<file path="config.mk">
export PLATFORM = sky130hd
export DESIGN_NAME = regbus_xcvr
export DESIGN_NICKNAME = d
export VERILOG_FILES = /design/src/rtl/regbus_xcvr_pkg.sv /design/src/rtl/regbus_mode_decode.sv /design/src/rtl/regbus_path_store.sv /design/src/rtl/regbus_xcvr.sv
export SDC_FILE = /design/constraint.sdc
export NUM_CORES = 1
export LEC_CHECK = 0
export BUFFER_PORTS_ARGS = -buffer_cell sky130_fd_sc_hd__buf_2
export CORE_ASPECT_RATIO = 1.1
export CORE_MARGIN = 10
export CORE_UTILIZATION = 53
export CTS_CLUSTER_SIZE = 14
export DETAILED_ROUTE_END_ITERATION = 12
export GPL_ROUTABILITY_DRIVEN = 0
export GPL_TIMING_DRIVEN = 0
export PLACE_DENSITY_LB_ADDON = 0.08
export SETUP_SLACK_MARGIN = 0.5
export SLEW_MARGIN = 30
export SYNTH_ARGS = -nofsm -noshare
export SYNTH_HDL_FRONTEND = slang
export SYNTH_SLANG_ARGS = --single-unit
</file>
<file path="constraint.sdc">
create_clock -name clk -period 1.9 [get_ports clk]
set_input_delay 0.38 -clock clk [delete_from_list [all_inputs] [get_ports clk]]
set_output_delay 0.38 -clock clk [all_outputs]
set_load 0.01 [all_outputs]
</file>
<file path="src/rtl/regbus_xcvr_pkg.sv">
// Shared types for the registered bus transceiver.
// Assumes the 2-bit mode code values below are fixed by the bus protocol.
package regbus_xcvr_pkg;

    // Mode code as presented on mode_sel.
    typedef enum logic [1:0] {
        SEL_LATCH = 2'b00,
        SEL_THRU  = 2'b01,
        SEL_FLOP  = 2'b10,
        SEL_MIXED = 2'b11
    } sel_code_e;

    // Storage choice of a single direction.
    typedef enum logic [1:0] {
        PATH_LATCH = 2'b00,
        PATH_THRU  = 2'b01,
        PATH_FLOP  = 2'b10
    } path_mode_e;

endpackage

</file>
<file path="src/rtl/regbus_mode_decode.sv">
// Turns the shared mode code into the storage choice of one direction.
// MIXED_FLOP selects what the mixed code means for this direction:
// 1 gives the register, 0 gives the latch. Pure combinational logic.
module regbus_mode_decode
    import regbus_xcvr_pkg::*;
#(
    parameter bit MIXED_FLOP = 1'b1
) (
    input  logic [1:0] sel,
    output path_mode_e mode
);

    localparam path_mode_e MIXED_MODE = MIXED_FLOP ? PATH_FLOP : PATH_LATCH;

    // Map each code value to this direction's storage choice.
    always_comb begin
        case (sel_code_e'(sel))
            SEL_LATCH: mode = PATH_LATCH;
            SEL_THRU:  mode = PATH_THRU;
            SEL_FLOP:  mode = PATH_FLOP;
            default:   mode = MIXED_MODE;
        endcase
    end

endmodule

</file>
<file path="src/rtl/regbus_path_store.sv">
// Storage stage of one direction: a bypass, a level latch and an edge register.
// The latch is transparent while ctl is 0 and otherwise holds the input it
// sampled at the last clock edge with ctl low. The register captures at a
// clock edge where ctl is 1 after a 0. Assumes ctl is synchronous to clk.
module regbus_path_store
    import regbus_xcvr_pkg::*;
#(
    parameter int WIDTH = 9
) (
    input  logic             clk,
    input  logic             rst_n,
    input  path_mode_e       mode,
    input  logic             ctl,
    input  logic [WIDTH-1:0] din,
    output logic [WIDTH-1:0] dout
);

    logic [WIDTH-1:0] held_q;
    logic [WIDTH-1:0] flop_q;
    logic             ctl_q;
    logic             ctl_rise;

    assign ctl_rise = ctl & ~ctl_q;

    // Latch store, edge register and control history.
    always_ff @(posedge clk) begin
        if (!rst_n) begin
            held_q <= '0;
            flop_q <= '0;
            ctl_q  <= 1'b1;
        end else begin
            if (!ctl) begin
                held_q <= din;
            end
            if (ctl_rise) begin
                flop_q <= din;
            end
            ctl_q <= ctl;
        end
    end

    // Output selection according to the decoded mode.
    always_comb begin
        case (mode)
            PATH_LATCH: dout = ctl ? held_q : din;
            PATH_FLOP:  dout = flop_q;
            default:    dout = din;
        endcase
    end


    latch_hold_chk: assert property (@(posedge clk) disable iff (!rst_n)
        (mode == PATH_LATCH && ctl && $past(mode == PATH_LATCH) && $past(ctl) && $past(rst_n))
        |-> $stable(dout));


    flop_still_chk: assert property (@(posedge clk) disable iff (!rst_n)
        (mode == PATH_FLOP && $past(mode == PATH_FLOP) && !$past(ctl) && $past(rst_n))
        |-> $stable(dout));

endmodule

</file>
<file path="src/rtl/regbus_xcvr.sv">
// Top of the registered bus transceiver. It holds one storage stage per
// direction and gates both ports. Side B is open collector: b_pull[i]=1 pulls
// the wire low. Side A reports high impedance through a_drive.
// Assumes b_in carries the resolved wire levels of side B.
module regbus_xcvr
    import regbus_xcvr_pkg::*;
#(
    parameter int WIDTH = 9
) (
    input  logic             clk,
    input  logic             rst_n,
    input  logic             pwr_good,
    input  logic [1:0]       mode_sel,
    input  logic             cap_a,
    input  logic             cap_b,
    input  logic             a_oe,
    input  logic             b_en_hi,
    input  logic             b_en_lo_n,
    input  logic [WIDTH-1:0] a_in,
    input  logic [WIDTH-1:0] b_in,
    output logic [WIDTH-1:0] a_out,
    output logic             a_drive,
    output logic [WIDTH-1:0] b_pull
);

    localparam int NDIR = 2;

    path_mode_e       dir_mode [NDIR];
    logic             dir_ctl  [NDIR];
    logic [WIDTH-1:0] dir_in   [NDIR];
    logic [WIDTH-1:0] dir_out  [NDIR];
    logic             b_drive;

    assign dir_ctl[0] = cap_a;
    assign dir_ctl[1] = cap_b;
    assign dir_in[0]  = a_in;
    assign dir_in[1]  = b_in;

    // Index 0 carries A-to-B data, index 1 carries B-to-A data.
    for (genvar d = 0; d < NDIR; d++) begin : g_dir
        regbus_mode_decode #(
            .MIXED_FLOP (d == 0)
        ) u_dec (
            .sel  (mode_sel),
            .mode (dir_mode[d])
        );

        regbus_path_store #(
            .WIDTH (WIDTH)
        ) u_store (
            .clk   (clk),
            .rst_n (rst_n),
            .mode  (dir_mode[d]),
            .ctl   (dir_ctl[d]),
            .din   (dir_in[d]),
            .dout  (dir_out[d])
        );
    end

    // Port gating: side B needs both enables in agreement and good power.
    always_comb begin
        b_drive = pwr_good & b_en_hi & ~b_en_lo_n;
        a_drive = pwr_good & a_oe;
        b_pull  = b_drive ? dir_out[0] : '0;
        a_out   = a_drive ? ~dir_out[1] : '0;
    end


    b_release_chk: assert property (@(posedge clk) disable iff (!rst_n)
        (|b_pull) |-> (b_en_hi && !b_en_lo_n));


    pwr_off_chk: assert property (@(posedge clk) disable iff (!rst_n)
        !pwr_good |-> (!a_drive && b_pull == '0));


    a_quiet_chk: assert property (@(posedge clk) disable iff (!rst_n)
        !a_drive |-> (a_out == '0));


    a_enable_chk: assert property (@(posedge clk) disable iff (!rst_n)
        a_drive |-> a_oe);

endmodule

</file>
==> flow_summary.toml, run 1 <==
[synthesis]
syn_nets = 257
synth-edff-count = 0
post_synthesis_cells = 225
synth.distinct_cells = 26
postSynth.topFlopCell = "dfxtp_1"
register_area_share_after_synthesis_pct = 38.4
synthSimpleGateAreaFrac_pct = 25.6
synth.most_common_cell = "nand2_1"
synthAdderAreaFrac_pct = 2.53
netlist_area_um2 = 1980
netlist_top_cells_area = "dfxtp_1 38%, nand2_1 10%, nor2b_1 6.3%"
proportion_of_synthesized_area_in_mux_cells_pct = 11.2
asyncSetResetFlopFracSynth_pct = 0
synth.ff_latch_count = 38
synth_top_cells_by_count = "55 x nand2_1, 38 x dfxtp_1, 20 x nor2b_1"
synthesis.area_per_instance_um2 = 8.80
main_combinational_cell_family_by_area_after_synthesis = "simple AND/OR/NAND/NOR gates"
netlist.top_cell.by_area = "dfxtp_1"
synth-xor-area-share_pct = 0
synth_warnings = 0
compound_gate_fraction_of_synth_area_pct = 17.3
fraction_of_synthesized_cell_area_taken_by_the_top_area_cell_type_pct = 38.4

[layout]
num_antenna_cells = 0
layout-drive-gt1-share_pct = 39.9
nets = 315
stdcell_count = 333
relative_area_change_from_synthesis_to_final_layout_pct = 33.6
fillerInstances = 303

[placed_design]
post_placement_cell_count = 320
dp_slack_ps = -108
count_of_input_and_output_buffers = 45
dpl.hpwl_um = 3570

[die]
num_io_pins = 47
fp.dieW_um = 78.3
dieArea_um2 = 6580
floorplan.die.height_um = 84.1
rows = 23
floorplan.core_area_um2 = 3630
start_util_pct = 54.6

[detailed_routing]
drt_wl_total_um = 5040
dr_total_vias = 1730
vias_per_cell = 5.20
final_ant_viol_nets = 0
drt-pass1-iter-count = 4
initialDrtViolationCount = 66
route.detailed.wl_per_inst_um = 15.1
remaining_drc_errors = 0

[worst_hold_path]
hold_class = "in -> reg"
hold-path-cell-count = 3

[power]
power.ir.vdd_worst_mv = 0.474
power.leakage_nw = 1.10
power.density_nw_per_um2 = 657
p_total_mw = 1.74

[cts]
clock_tree_from_tritoncts = "yes"
clkTransAtPathRegs_ps = 70
cts_inserted_buffers = 5
clock_insertion_delay_worst_skew_ps = 280
cts.sink_count = 38
number_of_levels_the_h_tree_was_split_into = 2
cts.path.max_buffers = 2
root_buffer = "clkbuf_8"
cts.hold.buffers_added = 0

[timing]
setup_ws_ps = 32.4
slew-limit-headroom_pct = 71.9
maxSlewViolCount = 0
setup_viol = 0
clock-skew-final_ps = 2.99
rsz0062_at_grt = "yes"
finalCritPeriodShare_pct = 98.3
final_hold_viol_count = 0
fmax_ghz = 0.535
layout_min_cycle_time_ps = 1870
timing_worst_slew_pin_value_ps = 421

[setup_path]
crit_path_end_kind = "output pin"
timing.critical_path.arrival_ps = 1490
timing.reg2reg.worst_path_depth = 4
worst-setup-path-type = "in -> out"
category_of_the_worst_setup_path_launch_point = "primary input"
worstPathRequired_ps = 1520
critical_path_fanouts_max = 7

[global_route]
antenna_violations_before_repair = 0
wire_length_of_the_first_global_routing_pass_um = 8860
grt_start_max_net_pins = 12
grt_pass1_vias = 1886
globalRoute.totalOverflow = 0
overall_routing_resource_usage_pct = 16.3

[flow_run]
maxCapViolCount = 0

[status]
run_status = "finished clean"
==> kinds of logic (layout without fill, tap and decap cells) <==
group / after synthesis / after routing
DFF: 38 / 38
adders and majority gates: 4 / 4
AOI/OAI and AO/OA: 36 / 36
buffers and inverters: 21 / 79
and+or+nand+nor: 108 / 108
muxes: 18 / 18
==> layer usage <==
layer | up-vias | wire length, µm | GRT usage, %
met5 | - | 0 | 0
met4 | 0 | 22 | 2.94
met3 | 2 | 325 | 6.36
met2 | 47 | 2570 | 29.1
met1 | 808 | 2120 | 17.8
li1 | 873 | - | -
==> critical path, stage by stage <==
cell and delay, ps:
buf_12 90, inv_12 30, ha_4 140, buf_6 120, or2_4 250, buf_8 140, o221ai_2 120, nor2_1 60
buf_2 140
==> sequential cells by signal, summed over array words and instances (netlist names) <==
signal	count
g_dir.u_store.held_q	18
g_dir.u_store.flop_q	18
g_dir.u_store.ctl_q	2
==> report_power, final <==
| group | internal (mW) | switching, mW | leakage, nW |
|---|---|---|---|
| combinational | 0.183 | 0.190 | 0.748 |
| clock | 0.246 | 0.272 | 0.0438 |
| sequential | 0.834 | 0.0147 | 0.312 |
| total | 1.26 | 0.476 | 1.10 |
==> worst paths after layout <==
check / from / endpoint / slack [ps]
max reg2reg: g_dir[1].u_store.ctl_q / g_dir[1].u_store.flop_q[5] / 770
min reg2reg: g_dir[1].u_store.flop_q[7] / g_dir[1].u_store.flop_q[7] / 470
min: a_in[4] / g_dir[0].u_store.flop_q[4] / 350
max: mode_sel[1] / a_out[0] / 30
==> through the flow <==
| step | hold WS [ps] | instance area, µm² | setup TNS, ps | utilization [%] |
|---|---|---|---|---|
| 4_1_cts | 344 | 2640 | 0 | 72.8 |
| 3_3_place_gp | 451 | 2430 | -766 | 66.9 |
| 2_1_floorplan | 444 | 2140 | 0 | - |
| 3_5_place_dp | 460 | 2430 | -901 | 66.9 |
| 6_report | 348 | 2650 | 0 | 72.9 |
| 5_1_grt | 359 | 2650 | -103 | 72.9 |
==> final cells by class <==
cell class	instances	area [µm²]	share of cell area [%]
flip-flops and latches	38	761	28.8
multi-input cells	166	1280	48.2
clock buffers	5	68.8	2.60
repair buffers	51	322	12.2
clock inverters	2	10.0	0.378
plain buffers	17	115	4.35
well taps	50	62.6	2.37
inverters	4	30.0	1.14
==> cell usage in the layout (no fill, tap or decap), drive strengths merged <==
master	n
clkinv	2
or2b	1
mux2	9
buf	61
clkbuf	12
ha	4
and2	9
a21boi	18
dfxtp	38
inv	4
nor2b	20
a221oi	9
nand2	55
nor2	9
o221ai	9
nor3	9
nand3b	1
nand2b	3
or2	1
mux2i	9
==> what timing repair did <==
item / 4_1_cts / 5_1_grt
resized for setup: 18 / 3
cloned: 2 / 0
buffers inserted: 4 / 0
endpoints found under the setup margin: 18 / 19
pin swaps: 13 / 2
(Power assumes the default switching activity.)
==> run 2, diff against run 1 <==
--- a/config.mk
+++ b/config.mk
@@ -14,7 +14,6 @@
 export GPL_ROUTABILITY_DRIVEN = 0
 export GPL_TIMING_DRIVEN = 0
 export PLACE_DENSITY_LB_ADDON = 0.08
-export SETUP_SLACK_MARGIN = 0.5
 export SLEW_MARGIN = 30
 export SYNTH_ARGS = -nofsm -noshare
 export SYNTH_HDL_FRONTEND = slang
==> run 2 against run 1 <==
Core utilization fell by 2.6 points. Clock power rose by 25%. Die area did not move. Combinational power fell by 5.9%. Sequential share of layout area rose by 1.0 points. Clock skew rose by 2.0 ps. Via count fell by 2.0%.
==> flow_summary.toml, run 2 (same netlist as run 1, synthesis figures left out) <==
[die]
fp.dieW_um = 78.3
start_util_pct = 54.6
dieArea_um2 = 6580
num_io_pins = 47
rows = 23
floorplan.core_area_um2 = 3630
floorplan.die.height_um = 84.1

[layout]
ff_latch_area_um2 = 761
nets = 308
finish.instance_area_um2 = 2550
stdcell_count = 327
mostFrequentLayoutCell = "nand2_1"
multi_input_combinational_cell_area_um2 = 1250
layout-drive-gt1-share_pct = 35.4
num_antenna_cells = 0
fillerInstances = 340
largest_registers = "g_dir.u_store.flop_q: 18 flops, g_dir.u_store.held_q: 18 flops, g_dir.u_store.ctl_q: 2 flops"
layout_common_cells = "55 x nand2_1, 44 x buf_2, 38 x dfxtp_1"
relative_area_change_from_synthesis_to_final_layout_pct = 29.0

[detailed_routing]
drt_wl_total_um = 4880
remaining_drc_errors = 0
drt-pass1-iter-count = 4
route.detailed.wl_per_inst_um = 14.9
vias_per_cell = 5.18
initialDrtViolationCount = 90
dr_total_vias = 1695
final_ant_viol_nets = 0

[placed_design]
dpl.hpwl_um = 3400
count_of_input_and_output_buffers = 45
dp_slack_ps = -269
cell_area_after_placement_um2 = 2270
post_placement_cell_count = 320

[timing]
final_hold_viol_count = 0
maxSlewViolCount = 0
layout_min_cycle_time_ps = 1850
finalCritPeriodShare_pct = 97.6
setup_ws_ps = 45.6
setup_viol = 0
timing_worst_slew_pin_value_ps = 457
slew-limit-headroom_pct = 69.6
fmax_ghz = 0.539
clock-skew-final_ps = 5.04

[cts]
cts.path.max_buffers = 2
clock_tree_from_tritoncts = "yes"
cts_inserted_buffers = 5
clock_insertion_delay_worst_skew_ps = 290
cts.sink_count = 38
clkTransAtPathRegs_ps = 80
number_of_levels_the_h_tree_was_split_into = 2
cts_setup_buffers = 0
root_buffer = "clkbuf_8"

[global_route]
globalRoute.totalOverflow = 0
grt_pass1_vias = 1800
grt_start_max_net_pins = 12
overall_routing_resource_usage_pct = 14.6
antenna_violations_before_repair = 0
wire_length_of_the_first_global_routing_pass_um = 8070

[power]
power.ir.vdd_worst_mv = 0.807
power.density_nw_per_um2 = 724
power.leakage_nw = 1.06

[setup_path]
r2r_slack_ps = 770
worst-setup-path-type = "in -> out"
crit_path_end_kind = "output pin"
worst_r2r_startpoint = "g_dir[1].u_store.ctl_q"
critical_path_fanouts_max = 4
worstPathRequired_ps = 1520
category_of_the_worst_setup_path_launch_point = "primary input"
timing.critical_path.arrival_ps = 1470
cp-startpoint = "mode_sel[0]"

[worst_hold_path]
hold_class = "in -> reg"
hold_start = "a_in[6]"

[status]
run_status = "finished clean"

[flow_run]
maxCapViolCount = 0
-- run 2: final timing paths --
path                                                   end  depth (start not counted)
worst max-delay path                              a_out[4]                          8
worst min-delay path            g_dir[0].u_store.flop_q[6]                          3
worst max register to register  g_dir[1].u_store.flop_q[2]                          4
worst min register to register  g_dir[1].u_store.flop_q[7]                          2
-- run 2: timing repair --
item | 4_1_cts | 5_1_grt
pin swaps | 2 | 5
hold buffers | 0 | 0
cloned | 1 | 0
setup endpoints to repair | 18 | 12
gates resized for setup | 21 | 18
-- run 2: per-layer routing --
layer / vias up / GRT usage (%) / part of all wire (%)
met5: - / 0 / 0
met4: 0 / 4.08 / 0.90
met3: 5 / 4.20 / 4.4
met2: 35 / 25.3 / 51
met1: 785 / 16.8 / 44
li1: 870 / - / -
-- run 2: metrics by stage --
stage	TNS, ps	power, mW	util [%]	hold slack, ps
6_report	0	1.85	70.4	342
5_1_grt	-0.0532	1.92	70.4	356
4_1_cts	0	1.83	67.7	343
3_5_place_dp	-2340	1.16	62.5	455
3_3_place_gp	-2320	1.16	62.5	451
2_1_floorplan	0	1.06	-	435
-- run 2: final cells by class --
| type | count | area share (%) |
|---|---|---|
| Inverter | 4 | 0.882 |
| Clock buffer | 8 | 4.31 |
| Multi-Input combinational cell | 166 | 49.1 |
| Tap cell | 50 | 2.45 |
| Sequential cell | 38 | 29.8 |
| Timing Repair Buffer | 46 | 9.75 |
| Buffer | 15 | 3.73 |
-- run 2: critical path, stage by stage --
cell and delay (ps):
buf_6 110, inv_4 60, ha_4 180, or2_4 260
buf_6 140, o221ai_4 130, nor2_1 60, buf_2 150
-- run 2: where the power goes --
group	switching (mW)	internal [mW]	total, mW
Clock	0.284	0.366	0.650
Sequential	0.0149	0.834	0.849
Combinational	0.182	0.168	0.350
Total	0.480	1.37	1.85
==> run 3, diff against run 2 <==
--- a/config.mk
+++ b/config.mk
@@ -8,7 +8,7 @@
 export BUFFER_PORTS_ARGS = -buffer_cell sky130_fd_sc_hd__buf_2
 export CORE_ASPECT_RATIO = 1.1
 export CORE_MARGIN = 10
-export CORE_UTILIZATION = 53
+export CORE_UTILIZATION = 50
 export CTS_CLUSTER_SIZE = 14
 export DETAILED_ROUTE_END_ITERATION = 12
 export GPL_ROUTABILITY_DRIVEN = 0
==> run 3 against run 2 <==
Die area rose by 4.5%. Clock power increased by 5.5%. Clock skew rose by 4.5 ps. Total power rose by 0.60%. Fmax up 0.27%. Wire length rose by 2.5%. Flip-flop and latch count unchanged. Critical path type unchanged. Critical endpoint is now a_out[1]. Largest power group unchanged. Highest routed layer unchanged.
==> flow_summary.toml, run 3 (same netlist as run 1, synthesis figures left out) <==
[status]
run_status = "finished clean"

[power]
p_total_mw = 1.86
power.leakage_nw = 1.03
power.ir.vdd_worst_mv = 0.445
part_of_the_power_in_combinational_logic_pct = 17.5
switching_share_pct = 25.6
clkPwrFrac_pct = 36.9
sequential_cell_fraction_of_total_power_pct = 45.6
power.density_nw_per_um2 = 757
power.switching_mw = 0.476
internal_power_mw = 1.38

[die]
start_util_pct = 52.9
fp.dieW_um = 80.0
dieArea_um2 = 6880
floorplan.die.height_um = 86.0
rows = 23
floorplan.core_area_um2 = 3740
num_io_pins = 47

[cts]
clock_tree_from_tritoncts = "yes"
cts_setup_buffers = 0
clock_insertion_delay_worst_skew_ps = 300
cts.path.max_buffers = 2
root_buffer = "clkbuf_8"
cts_inserted_buffers = 5
number_of_levels_the_h_tree_was_split_into = 2
cts.sink_count = 38
cts.hold.buffers_added = 0
clkTransAtPathRegs_ps = 80

[detailed_routing]
wl_met3_um = 254
drt_wl_total_um = 5010
dr_total_vias = 1690
met2_length_um = 2530
vias_per_cell = 5.20
drt-met1-wl_um = 2140
drt-pass1-iter-count = 4
final_ant_viol_nets = 0
remaining_drc_errors = 0
highest-signal-layer = "met4"
initialDrtViolationCount = 84
route.detailed.wl_per_inst_um = 15.4

[timing]
clock-skew-final_ps = 9.50
final_hold_viol_count = 0
layout_min_cycle_time_ps = 1850
setup_ws_ps = 50.6
timing.setup.tns_ps = 0
slew-limit-headroom_pct = 70.2
maxSlewViolCount = 0
setup_viol = 0
finalCritPeriodShare_pct = 97.3
timing_worst_slew_pin_value_ps = 447
whs_ps = 334
fmax_ghz = 0.541

[global_route]
grt_pass1_vias = 1757
wire_length_of_the_first_global_routing_pass_um = 8090
overall_routing_resource_usage_pct = 14.4
antenna_violations_before_repair = 0
grt_start_max_net_pins = 12
globalRoute.totalOverflow = 0

[flow_run]
maxCapViolCount = 0

[placed_design]
cell_area_after_placement_um2 = 2270
post_placement_cell_count = 320
dp_slack_ps = -299
count_of_input_and_output_buffers = 45
dpl.hpwl_um = 3470

[layout]
num_antenna_cells = 0
layout_common_cells = "55 x nand2_1, 45 x buf_2, 38 x dfxtp_1"
layout-drive-gt1-share_pct = 31.3
finish.instance_area_um2 = 2450
layout.core_utilization_pct = 65.6
largest_registers = "g_dir.u_store.flop_q: 18 flops, g_dir.u_store.held_q: 18 flops, g_dir.u_store.ctl_q: 2 flops"
mostFrequentLayoutCell = "nand2_1"
relative_area_change_from_synthesis_to_final_layout_pct = 24.0
nets = 306
stdcell_count = 325

[setup_path]
timing.critical_path.arrival_ps = 1470
worst-setup-path-type = "in -> out"
category_of_the_worst_setup_path_launch_point = "primary input"
worstPathRequired_ps = 1520
r2r_slack_ps = 780
crit_path_end_kind = "output pin"
critical_path_fanouts_max = 5

[worst_hold_path]
hold_class = "in -> reg"
[run 3: power by group through the flow]
stage               logic (mW)  registers, mW  clock network [mW]
floorplan                0.198          0.862                   0
finish                   0.325          0.848               0.686
global placement         0.293          0.864                   0
detailed placement       0.295          0.866                   0
global route             0.355          0.852               0.722
CTS                      0.314          0.848               0.691
[run 3: critical path, cell delays in order]
cell and delay [ps]:
buf_2 120, inv_2 70, ha_4 240, or2_4 290, o221ai_1 160, nor2_1 60
buf_2 150
[run 3: timing repair]
| item | 4_1_cts | 5_1_grt |
|---|---|---|
| setup endpoints to repair | 18 | 14 |
| gates resized for setup | 14 | 11 |
| pin swaps | 1 | 3 |
| gates cloned | 1 | 0 |
[run 3: final cells by class]
cell class              count  area (µm²)
flip-flops and latches     38         761
clock inverters             1        30.0
repair buffers             45         225
well taps                  50        62.6
multi-input cells         167        1180
inverters                   4        17.5
plain buffers              13        97.6
clock buffers               7        76.3
fillers                   353        1290
[run 3: final timing paths]
check	from	to	cells after the start
setup / recovery	mode_sel[0]	a_out[1]	7
hold / removal	a_in[6]	g_dir[0].u_store.flop_q[6]	3
setup reg to reg	g_dir[1].u_store.ctl_q	g_dir[1].u_store.flop_q[6]	4
hold reg to reg	g_dir[1].u_store.flop_q[8]	g_dir[1].u_store.flop_q[8]	2
[run 3: metal layers]
metal / vias to the layer above / track usage [%]
li1: 865 / -
met1: 778 / 15.6
met5: - / 0
met3: 8 / 3.97
met2: 39 / 25.7
met4: 0 / 5.77
